File: config.mk
export PLATFORM = sky130hd
export DESIGN_NAME = pcio_ctrl
export DESIGN_NICKNAME = d
export VERILOG_FILES = /design/src/rtl/pcio_pkg.sv /design/src/rtl/pcio_dly_timer.sv /design/src/rtl/pcio_rx_chan.sv /design/src/rtl/pcio_tx_chan.sv /design/src/rtl/pcio_ctrl.sv
export SDC_FILE = /design/constraint.sdc
export NUM_CORES = 1
export LEC_CHECK = 0
export ABC_AREA = 1
export BUFFER_PORTS_ARGS = -buffer_cell sky130_fd_sc_hd__clkbuf_2
export CORE_ASPECT_RATIO = 0.9
export CORE_MARGIN = 1.5
export CORE_UTILIZATION = 46
export DETAILED_ROUTE_END_ITERATION = 6
export GPL_TIMING_DRIVEN = 1
export PLACE_DENSITY = 0.82
export SYNTH_ARGS = -nofsm -noshare
export SYNTH_HDL_FRONTEND = slang
export SYNTH_HIERARCHICAL = 1
export SYNTH_SLANG_ARGS = --single-unit
File: constraint.sdc
create_clock -name clk -period 1.65 [get_ports clk]
set_input_delay 0 -clock clk [delete_from_list [all_inputs] [get_ports clk]]
set_output_delay 0 -clock clk [all_outputs]
set_load 0.02 [all_outputs]
File: src/rtl/pcio_pkg.sv
package pcio_pkg;
  localparam int FO_W       = 3;
  localparam int FO_CLR_IN  = 0;
  localparam int FO_CLR_OUT = 1;
  localparam int FO_START   = 2;
  localparam int SK_W       = 2;
  localparam int CH_IN      = 0;
  localparam int CH_OUT     = 1;
  localparam int NUM_CH     = 2;
endpackage

File: src/rtl/pcio_dly_timer.sv
module pcio_dly_timer #(
  parameter int DLY = 8
) (
  input  logic clk,
  input  logic rst_n,
  input  logic load,
  output logic expire,
  output logic busy
);
  localparam int CW = (DLY < 2) ? 1 : $clog2(DLY);
  localparam logic [CW-1:0] RELOAD = CW'(DLY - 1);

  logic [CW-1:0] cnt_q, cnt_d;
  logic          act_q, act_d;
  logic          cnt_en;

  // a fresh load cancels a completion falling in the same cycle
  assign expire = act_q && (cnt_q == '0) && !load;
  assign busy   = act_q;
  assign cnt_en = load || act_q;

  always_comb begin
    cnt_d = cnt_q;
    act_d = act_q;
    if (load) begin
      cnt_d = RELOAD;
      act_d = 1'b1;
    end else if (expire) begin
      act_d = 1'b0;
    end else if (act_q) begin
      cnt_d = cnt_q - 1'b1;
    end
  end

  always_ff @(posedge clk or negedge rst_n) begin
    if (!rst_n) begin
      act_q <= 1'b0;
      cnt_q <= '0;
    end else begin
      act_q <= act_d;
      if (cnt_en) cnt_q <= cnt_d;
    end
  end
endmodule

File: src/rtl/pcio_rx_chan.sv
module pcio_rx_chan #(
  parameter int CHAR_W = 8,
  parameter int CNT_W  = 16,
  parameter int DLY    = 20
) (
  input  logic              clk,
  input  logic              rst_n,
  input  logic              start,
  input  logic              clr_rdy,
  input  logic              src_valid,
  input  logic [CHAR_W-1:0] src_data,
  output logic              src_take,
  output logic [CHAR_W-1:0] data_o,
  output logic              rdy_o,
  output logic [CNT_W-1:0]  cnt_o
);
  logic              expire;
  logic              busy;
  logic [CHAR_W-1:0] data_q, data_d;
  logic              rdy_q, rdy_d;
  logic [CNT_W-1:0]  cnt_q, cnt_d;

  pcio_dly_timer #(.DLY(DLY)) u_tmr (
    .clk    (clk),
    .rst_n  (rst_n),
    .load   (start),
    .expire (expire),
    .busy   (busy)
  );

  assign src_take = expire && src_valid;

  always_comb begin
    data_d = data_q;
    rdy_d  = rdy_q;
    cnt_d  = cnt_q;
    if (clr_rdy) rdy_d = 1'b0;
    if (src_take) begin
      data_d = src_data;
      rdy_d  = 1'b1;
      cnt_d  = cnt_q + 1'b1;
    end
  end

  always_ff @(posedge clk or negedge rst_n) begin
    if (!rst_n) begin
      data_q <= '0;
      rdy_q  <= 1'b0;
      cnt_q  <= '0;
    end else begin
      rdy_q <= rdy_d;
      if (src_take) begin
        data_q <= data_d;
        cnt_q  <= cnt_d;
      end
    end
  end

  assign data_o = data_q;
  assign rdy_o  = rdy_q;
  assign cnt_o  = cnt_q;
endmodule

File: src/rtl/pcio_tx_chan.sv
module pcio_tx_chan #(
  parameter int CHAR_W = 8,
  parameter int CNT_W  = 16,
  parameter int DLY    = 12
) (
  input  logic              clk,
  input  logic              rst_n,
  input  logic              wr,
  input  logic [CHAR_W-1:0] wr_byte,
  input  logic              clr_rdy,
  output logic              snk_valid,
  output logic [CHAR_W-1:0] snk_data,
  output logic              rdy_o,
  output logic [CNT_W-1:0]  cnt_o
);
  logic              expire;
  logic              busy;
  logic [CHAR_W-1:0] data_q, data_d;
  logic              rdy_q, rdy_d;
  logic [CNT_W-1:0]  cnt_q, cnt_d;
  logic              vld_q;

  pcio_dly_timer #(.DLY(DLY)) u_tmr (
    .clk    (clk),
    .rst_n  (rst_n),
    .load   (wr),
    .expire (expire),
    .busy   (busy)
  );

  always_comb begin
    data_d = data_q;
    rdy_d  = rdy_q;
    cnt_d  = cnt_q;
    if (clr_rdy) rdy_d = 1'b0;
    if (expire) begin
      rdy_d = 1'b1;
      cnt_d = cnt_q + 1'b1;
    end
    if (wr) begin
      data_d = wr_byte;
      rdy_d  = 1'b0;
    end
  end

  always_ff @(posedge clk or negedge rst_n) begin
    if (!rst_n) begin
      data_q <= '0;
      rdy_q  <= 1'b1;
      cnt_q  <= '0;
      vld_q  <= 1'b0;
    end else begin
      rdy_q <= rdy_d;
      vld_q <= expire;
      if (wr)     data_q <= data_d;
      if (expire) cnt_q  <= cnt_d;
    end
  end

  assign snk_valid = vld_q;
  assign snk_data  = data_q;
  assign rdy_o     = rdy_q;
  assign cnt_o     = cnt_q;
endmodule

File: src/rtl/pcio_ctrl.sv
module pcio_ctrl
  import pcio_pkg::*;
#(
  parameter int WORD_W = 16,
  parameter int CHAR_W = 8,
  parameter int CNT_W  = 16,
  parameter int RD_DLY = 20,
  parameter int WR_DLY = 12
) (
  input  logic              clk,
  input  logic              rst_n,
  input  logic              wr_en,
  input  logic [WORD_W-1:0] wr_data,
  input  logic              rd_en,
  output logic [CHAR_W-1:0] rd_data,
  input  logic              fo_en,
  input  logic [FO_W-1:0]   fo_cmd,
  input  logic [SK_W-1:0]   sk_sel,
  output logic              sk_result,
  input  logic              ien_in,
  input  logic              ien_out,
  output logic              irq,
  input  logic              src_valid,
  input  logic [CHAR_W-1:0] src_data,
  output logic              src_take,
  output logic              snk_valid,
  output logic [CHAR_W-1:0] snk_data,
  output logic              in_ready,
  output logic              out_ready,
  output logic [CNT_W-1:0]  in_count,
  output logic [CNT_W-1:0]  out_count
);
  logic              clr_in, clr_out, fetch;
  logic [CHAR_W-1:0] in_data;
  logic [NUM_CH-1:0] rdy_vec, ien_vec, req_vec, hit_vec;

  assign clr_in  = fo_en && fo_cmd[FO_CLR_IN];
  assign clr_out = fo_en && fo_cmd[FO_CLR_OUT];
  assign fetch   = fo_en && fo_cmd[FO_START];

  pcio_rx_chan #(.CHAR_W(CHAR_W), .CNT_W(CNT_W), .DLY(RD_DLY)) u_rx (
    .clk       (clk),
    .rst_n     (rst_n),
    .start     (fetch),
    .clr_rdy   (clr_in),
    .src_valid (src_valid),
    .src_data  (src_data),
    .src_take  (src_take),
    .data_o    (in_data),
    .rdy_o     (in_ready),
    .cnt_o     (in_count)
  );

  pcio_tx_chan #(.CHAR_W(CHAR_W), .CNT_W(CNT_W), .DLY(WR_DLY)) u_tx (
    .clk       (clk),
    .rst_n     (rst_n),
    .wr        (wr_en),
    .wr_byte   (wr_data[CHAR_W-1:0]),
    .clr_rdy   (clr_out),
    .snk_valid (snk_valid),
    .snk_data  (snk_data),
    .rdy_o     (out_ready),
    .cnt_o     (out_count)
  );

  assign rdy_vec[CH_IN]  = in_ready;
  assign rdy_vec[CH_OUT] = out_ready;
  assign ien_vec[CH_IN]  = ien_in;
  assign ien_vec[CH_OUT] = ien_out;

  // skip select bit i tests channel i
  for (genvar g = 0; g < NUM_CH; g++) begin : g_ch
    assign req_vec[g] = rdy_vec[g] && ien_vec[g];
    assign hit_vec[g] = rdy_vec[g] && sk_sel[g];
  end

  assign irq       = |req_vec;
  assign sk_result = |hit_vec;
  assign rd_data   = rd_en ? in_data : '0;
endmodule

==> summary.txt, run 1 <==
STA
  • Final TNS setup: -137 ps
  • Max Slew Vio Count: 0
  • Min Tclk post-route: roughly 1700 ps
  • Slew margin rel.: 62.8%
  • Hold_ws: 40.4 ps
  • Slew @ Worst Pin: 558 ps
  • Final hold violations: 0
  • RSZ-0062 raised after global routing: true
  • Setup-failing EPs final: 6
  • Worst Skew: 8.98 ps
  • Fmax: 587 MHz
  • Setup ws final: -53.5 ps
  • Crit share post-route: 103%

Yosys
  • Mapped Nets: 397
  • Synthesized area: 3050 um2
  • Number of synthesized flops with an enable pin: 0
  • Unique cell type count in the Yosys netlist: 28
  • Post-Synthesis Cells: 356
  • Seq cells post-synth: 62
  • Post-synth top flop: dfrtp_1
  • Syn avg cell area: 8.58 um2
  • Synth top cells by count: nand2_1, dfrtp_1, inv_1
  • Sequential-to-total area share from yosys stat: 50.9%
  • Top cell type's share of synthesized area: approximately 50%
  • Area leader, netlist: dfrtp_1
  • Count leader, synth: nand2_1
  • Area contributors post-synth: dfrtp_1, nand2_1, inv_1
  • Fraction of registers with async set/reset: 100%
  • Yosys Warn Count: 6

Cells and area
  • Final core occ: a little over two thirds
  • Register area: 1550 um2
  • Fillcell total: roughly 430
  • Nets: 544
  • Final instance area: between 4000 and 5000 um2
  • Area of the multi-input gates: around 1400 um2
  • P&R area growth vs syn: 43.9%
  • Share of layout cells above drive strength 1: 36.0%

Power
  • Static Leak: 2.49 nW
  • Power, Total: ~4.6 mW
  • Pwr/cell area: 1050 nW/um2
  • Peak VDD IR: ~0.001 V

Critical path
  • Crit path max-delay family: simple AND/OR/NAND/NOR gates
  • Required @ worst endpoint: 1880 ps
  • CP peak stage delay: 410 ps
  • CP cell instances: inv_1 > ha_2 > nand2_2 > inv_2 > nand3_4 > inv_6 > nand3_4 > nor3_4 > buf_6 > nand2_2 > xnor2_1
  • Critical path type: flop to flop
  • Worst Path Buf+Inv: 4
  • Worst EP arrival: 1930 ps
  • Largest fanout on the critical path: 3
  • Critical Path Start Type: flop
  • Worst path slowest cell: dfrtp_1
  • Register-to-register setup slack: -50 ps
  • Worst setup EP type: flop

Floorplanning
  • Starting Density: a little under 50%
  • Die X-Extent: between 80 and 90 um
  • I/O Pins: 91
  • Core Region: between 6000 and 7000 um2
  • Die ar.: just over 7000 um2
  • FP Rows: 27
  • Die H: 80.3 um

Routing
  • Final ANT Viol Nets: 0
  • DRC: 0
  • Via density: 4.85
  • Final wirelength: roughly 8.0 mm
  • Vias after detailed routing: 2888
  • Iteration-0 DRC Markers: about 140
  • First-pass DRT Iterations: 5
  • Wire per inst: 13.5 um

Worst hold path
  • Hold Path Class: input pin to flop

Global route
  • Grt total ovfl: 0
  • Antenna violations before repair: 1
  • Vias in the first global route: 2757
  • Tot GR Track Use: 22.7%
  • First-pass GRT wire length: 12.2 mm
  • Largest net degree at the start of global routing: 25

Status
  • Violated checks: setup timing
  • Status: finished with violations

Placed design
  • PortBufs: 82
  • Placed wire-length estimate: 4.98 mm
  • Gpl congestion: 0.892
  • Placed Area: between 3000 and 4000 um2

CTS
  • Clock sink total: 62
  • Clock transition at path regs: 70 ps
  • Root Driver: clkbuf_8
  • Clk_lat worst skew: 330 ps
  • Cts bufs inserted: 9
  • CTS HTree Levels: 3
  • Buffer depth of the longest clock path: 2
  • CTS tree: done

Run
  • Max-cap violations: 0
==> state kept, by name, summed over array words and instances (netlist names), 4 cells and up <==
signal and cells:
u_tx/cnt_o 16, u_rx/u_tmr/cnt_q 5, u_tx/snk_data 8, u_rx/data_o 8, u_rx/cnt_o 16, u_tx/u_tmr/cnt_q 4
==> final timing paths <==
kind | startpoint | to | cells past startpoint
min reg2reg | u_tx/cnt_o[15] | u_tx/cnt_o[15] | 1
max reg2reg | u_rx/u_tmr/cnt_q[1] | u_rx/cnt_o[10] | 11
min in group asynchronous | rst_n | u_tx/snk_data[5] | 2
max in group asynchronous | rst_n | u_tx/rdy_o | 3
min | wr_en | u_tx/rdy_o | 3
max | u_rx/u_tmr/cnt_q[1] | u_rx/cnt_o[10] | 11
==> cells by family after synthesis <==
| family | synth area share [%] |
|---|---|
| muxes | 2.95 |
| AOI/OAI and AO/OA | 1.23 |
| DFF | 50.9 |
| buffers and inverters | 7.75 |
| xor gates and xnor gates | 6.31 |
| adders and majority gates | 1.64 |
| and+or+nand+nor | 29.3 |
==> cell usage in the layout, fill, tap and decap left out, drive strengths merged <==
master,n
xor2,12
buf,38
nand4,11
ha,4
or2,1
clkbuf,96
mux2,8
clkinv,3
o21ai,3
nor3,4
a21oi,3
xnor2,10
dfrtp,61
dlygate4sd3,21
o21bai,1
nor2,26
inv,55
dfstp,1
nand3b,1
diode,1
nand2,126
nand3,23
==> worst min-delay path: cells and delay by family <==
kind                   cells  cell delay (ps)
AOI/OAI and AO/OA          1               60
buffers and inverters      2              310
==> repair_timing <==
action,CTS,global route
hold buffers,21,0
buffers inserted,3,18
endpoints found under the hold margin,35,0
resized for setup,9,20
setup endpoints to repair,12,21
pin swaps,3,15
==> layer usage <==
layer	global-route usage [%]	vias to the layer above	wire length, um
li1	-	1387	-
met1	24.5	1383	3160
met2	40.6	98	4340
met3	6.27	20	337
met4	10.5	0	214
met5	0	-	0
==> where the power goes <==
part	internal (mW)	total [mW]	leakage, nW	switching, mW
Combinational	0.604	1.39	1.62	0.788
Sequential	1.77	1.98	0.783	0.211
Clock	0.669	1.22	0.0937	0.553
Total	3.04	4.59	2.49	1.55
==> stage by stage <==
stage          setup WS, ps  cells
6_report              -53.5    596
3_3_place_gp           38.1    537
4_1_cts               -10.2    577
2_1_floorplan         -19.2    356
3_5_place_dp          -35.8    537
5_1_grt                -174    596
==> layout make-up <==
class                           instances  share of cell area, %
Clock inverter                          1                  0.114
Antenna cell                            1                 0.0570
Tap cell                               87                   2.48
Timing Repair Buffer                  140                   21.8
Multi-Input combinational cell        233                   30.9
Sequential cell                        62                   35.3
Clock buffer                           15                   4.02
Inverter                               57                   5.33
No activity file was read; power rests on OpenSTA's default activity.
==> inputs of run 2 (changes only) <==
--- a/config.mk
+++ b/config.mk
@@ -5,11 +5,11 @@
 export SDC_FILE = /design/constraint.sdc
 export NUM_CORES = 1
 export LEC_CHECK = 0
-export ABC_AREA = 1
+export ABC_AREA = 0
 export BUFFER_PORTS_ARGS = -buffer_cell sky130_fd_sc_hd__clkbuf_2
 export CORE_ASPECT_RATIO = 0.9
 export CORE_MARGIN = 1.5
-export CORE_UTILIZATION = 46
+export CORE_UTILIZATION = 45
 export DETAILED_ROUTE_END_ITERATION = 6
 export GPL_TIMING_DRIVEN = 1
 export PLACE_DENSITY = 0.82
==> run 2 against run 1 <==
The flow still finishes with violations (setup timing). Flip-flop and latch count unchanged. Critical path depth down 1. Fmax down 18%. Setup slack worse by 370 ps. Die area down 5.5%. Sequential share of layout area down 0.23 points. Hold slack better by 14 ps. Routed wire length down 13%. Total power up 1.6%. Non-clock buffer count up 5. Critical endpoint is now u_rx/cnt_o[9]. Largest power group unchanged.
==> summary.txt, run 2 <==
Status
  • Status: finished with violations
  • Violated checks: setup timing

Placed design
  • Placed wire-length estimate: 4.10 mm
  • PortBufs: 82
  • Gpl congestion: around 0.79

Yosys
  • Count leader, synth: dfrtp_1
  • Main combinational cell family by area after synthesis: simple AND/OR/NAND/NOR gates
  • Yosys Warn Count: 6
  • Synthesized area: 2820 um2
  • Post-Synthesis Cells: 230
  • Adder-Cell Fraction of Synth Area: 1.78%
  • Number of synthesized flops with an enable pin: 0
  • Post-synth top flop: dfrtp_1
  • XOR/XNOR Fraction of Synth Area: 9.33%
  • Unique cell type count in the Yosys netlist: 44
  • Syn avg cell area: approximately 12 um2
  • Post-synthesis mux area share: 8.62%
  • Top cell type's share of synthesized area: 54.2%
  • Synth top cells by count: dfrtp_1, xnor2_1, nand2_1, nor2_1
  • Seq cells post-synth: 62
  • Fraction of registers with async set/reset: 100%
  • Area leader, netlist: dfrtp_1
  • Compound-Gate Fraction of Synth Area: between 3 and 4%
  • Mapped Nets: 271
  • Sequential-to-total area share from yosys stat: 55.1%
  • Post-synthesis simple-gate area fraction: 18.7%
  • Area contributors post-synth: dfrtp_1, xnor2_1, xor2_1

Routing
  • First-pass DRT Iterations: 4
  • Via density: roughly 5
  • DRC: 0
  • Final wirelength: 7.00 mm
  • Vias after detailed routing: 2299
  • Wire per inst: between 15 and 20 um
  • Final ANT Viol Nets: 0
  • Iteration-0 DRC Markers: ~70

Power
  • Sw frac: between 20% and 30%
  • Clock share of power: 31.6%
  • Peak VDD IR: 0.000778 V
  • P_sw: 1.35 mW
  • Power, Total: 4.67 mW
  • Combinational power share: 26.8%
  • Pwr/cell area: 1060 nW/um2
  • Sequential Power Share: 41.6%
  • Pint: 3.32 mW
  • Static Leak: about 2.3 nW

STA
  • Worst Skew: 8.94 ps
  • Fmax: roughly 480 MHz
  • Final hold violations: 0
  • Final TNS setup: -10080 ps
  • Hold_ws: between 50 and 60 ps
  • Min Tclk post-route: approximately 2100 ps
  • Setup ws final: -427 ps
  • Max Slew Vio Count: 0
  • Slew @ Worst Pin: between 400 and 500 ps
  • Slew margin rel.: 69.8%
  • Setup-failing EPs final: 38
  • Crit share post-route: 126%
  • RSZ-0062 raised after global routing: true

CTS
  • Clk_lat worst skew: between 300 and 400 ps
  • Root Driver: clkbuf_8
  • CTS tree: done
  • Clock sink total: slightly above 60
  • Clock transition at path regs: approximately 70 ps
  • CTS HTree Levels: 3
  • Buffer depth of the longest clock path: 2
  • Cts bufs inserted: 9

Critical path
  • Worst path slowest cell: dfrtp_1
  • Worst setup EP type: flop
  • Worst R2R End: u_rx/cnt_o[9]
  • Largest fanout on the critical path: 4
  • R2R cell count: 10
  • Worst EP arrival: 2290 ps
  • CP cell instances: inv_2 > ha_4 > nand2_2 > or3_4 > nor3_4 > buf_4 > and4_4 > buf_6 > nand4_1 > xnor2_1
  • R2R Path Start: u_rx/u_tmr/cnt_q[1]
  • Required @ worst endpoint: around 1900 ps
  • Critical Path Start Type: flop
  • Critical path type: flop to flop
  • Register-to-register setup slack: -430 ps
  • CP peak stage delay: 390 ps

Global route
  • Antenna violations before repair: 0
  • Largest net degree at the start of global routing: 63
  • Vias in the first global route: 2302
  • Tot GR Track Use: 21.1%
  • First-pass GRT wire length: 10.8 mm
  • Grt total ovfl: 0

Floorplanning
  • Die ar.: roughly 6700 um2
  • I/O Pins: 91
  • Die H: 78.1 um
  • Die X-Extent: roughly 86 um
  • FP Rows: 27
  • Core Region: 6080 um2
  • Starting Density: 46.3%

Cells and area
  • P&R area growth vs syn: 57.0%
  • Most common cell after layout, fill and taps aside: clkbuf_2
  • Most frequent cells in the layout: clkbuf_2, dfrtp_1, buf_4
  • N_diodes: 0
  • Share of layout cells above drive strength 1: 52.6%
  • Nets: 422

Worst hold path
  • Hold_sp: fo_cmd[1]
  • Hold EP: u_tx/rdy_o
  • Hold Path Class: input pin to flop
  • Hold Path Stages: 5

Run
  • Max-cap violations: 0
run 2: cell count changes after synthesis, moves of 6 or more:
cell,change
nand2_1,-102
nand3_1,-11
nor3_2,+6
inv_1,-40
nand2_2,-9
nand4_1,-6
mux2_1,+9
and2_1,+12
xnor2_1,+8
run 2: power by group through the flow:
stage | clock network, mW | logic (mW) | registers (mW)
CTS | 1.49 | 1.11 | 1.93
global route | 1.57 | 1.34 | 1.97
floorplan | 0 | 0.488 | 1.99
finish | 1.48 | 1.25 | 1.94
detailed placement | 0 | 0.936 | 1.94
global placement | 0 | 0.903 | 1.93
run 2: metal layers:
metal  up-vias  global-route usage (%)  routed length (um)
met4         0                    9.84                 143
met2        70                    35.5                3730
met1      1124                    26.0                2830
met3        14                    4.10                 298
met5         -                       0                   0
li1       1091                       -                   -
run 2: how the worst max path moves through the flow:
stage | from | to | slack (ps) | depth (start not counted)
after CTS | u_rx/u_tmr/cnt_q[1] | src_take | -470 | 11
final | u_rx/u_tmr/cnt_q[1] | u_rx/cnt_o[9] | -430 | 10
after detailed placement | u_rx/u_tmr/cnt_q[0] | u_rx/data_o[5] | -310 | 9
after floorplan | u_rx/u_tmr/cnt_q[0] | u_rx/cnt_o[15] | -280 | 9
after global routing | u_rx/u_tmr/cnt_q[1] | u_rx/cnt_o[13] | -510 | 10
after global placement | u_rx/u_tmr/cnt_q[0] | u_rx/cnt_o[15] | -270 | 9
run 2: layout make-up:
cell class	count	area, um2
fillers	432	1660
multi-input cells	152	1480
clock buffers	13	149
well taps	72	90.1
flip-flops and latches	62	1550
inverters	11	43.8
repair buffers	145	1040
clock inverters	3	67.6
run 2: repair_timing:
| action | 4_1_cts | 5_1_grt |
|---|---|---|
| hold endpoints to repair | 79 | 0 |
| cloned | 0 | 1 |
| resized for setup | 42 | 28 |
| setup endpoints to repair | 39 | 41 |
| setup buffers | 13 | 7 |
| hold buffers | 19 | 0 |
| pin swaps | 24 | 13 |
run 2: cell families (layout without fill, tap and decap cells):
family,count (synthesis),in the layout
and+or+nand+nor,84,84
DFF,62,62
xor gates and xnor gates,30,30
muxes,22,22
buffers and inverters,16,172
AOI/OAI and AO/OA,12,12
adders and majority gates,4,4
run 2: worst max-delay path, delay by kind of cell (launching register included):
family | cells | cell delay, ps
fa+ha+maj | 1 | 130
buf+inv | 3 | 350
flops | 1 | 390
simple gates | 5 | 920
xor+xnor | 1 | 170
run 2: per-stage QoR:
stage,util [%],setup slack (ps),cell area (um2),std cells
finish,72.7,-427,4420,458
CTS,69.8,-466,4240,451
global placement,58.6,-269,3560,404
global route,72.7,-508,4420,458
floorplan,-,-278,2890,230
detailed placement,58.6,-311,3560,404
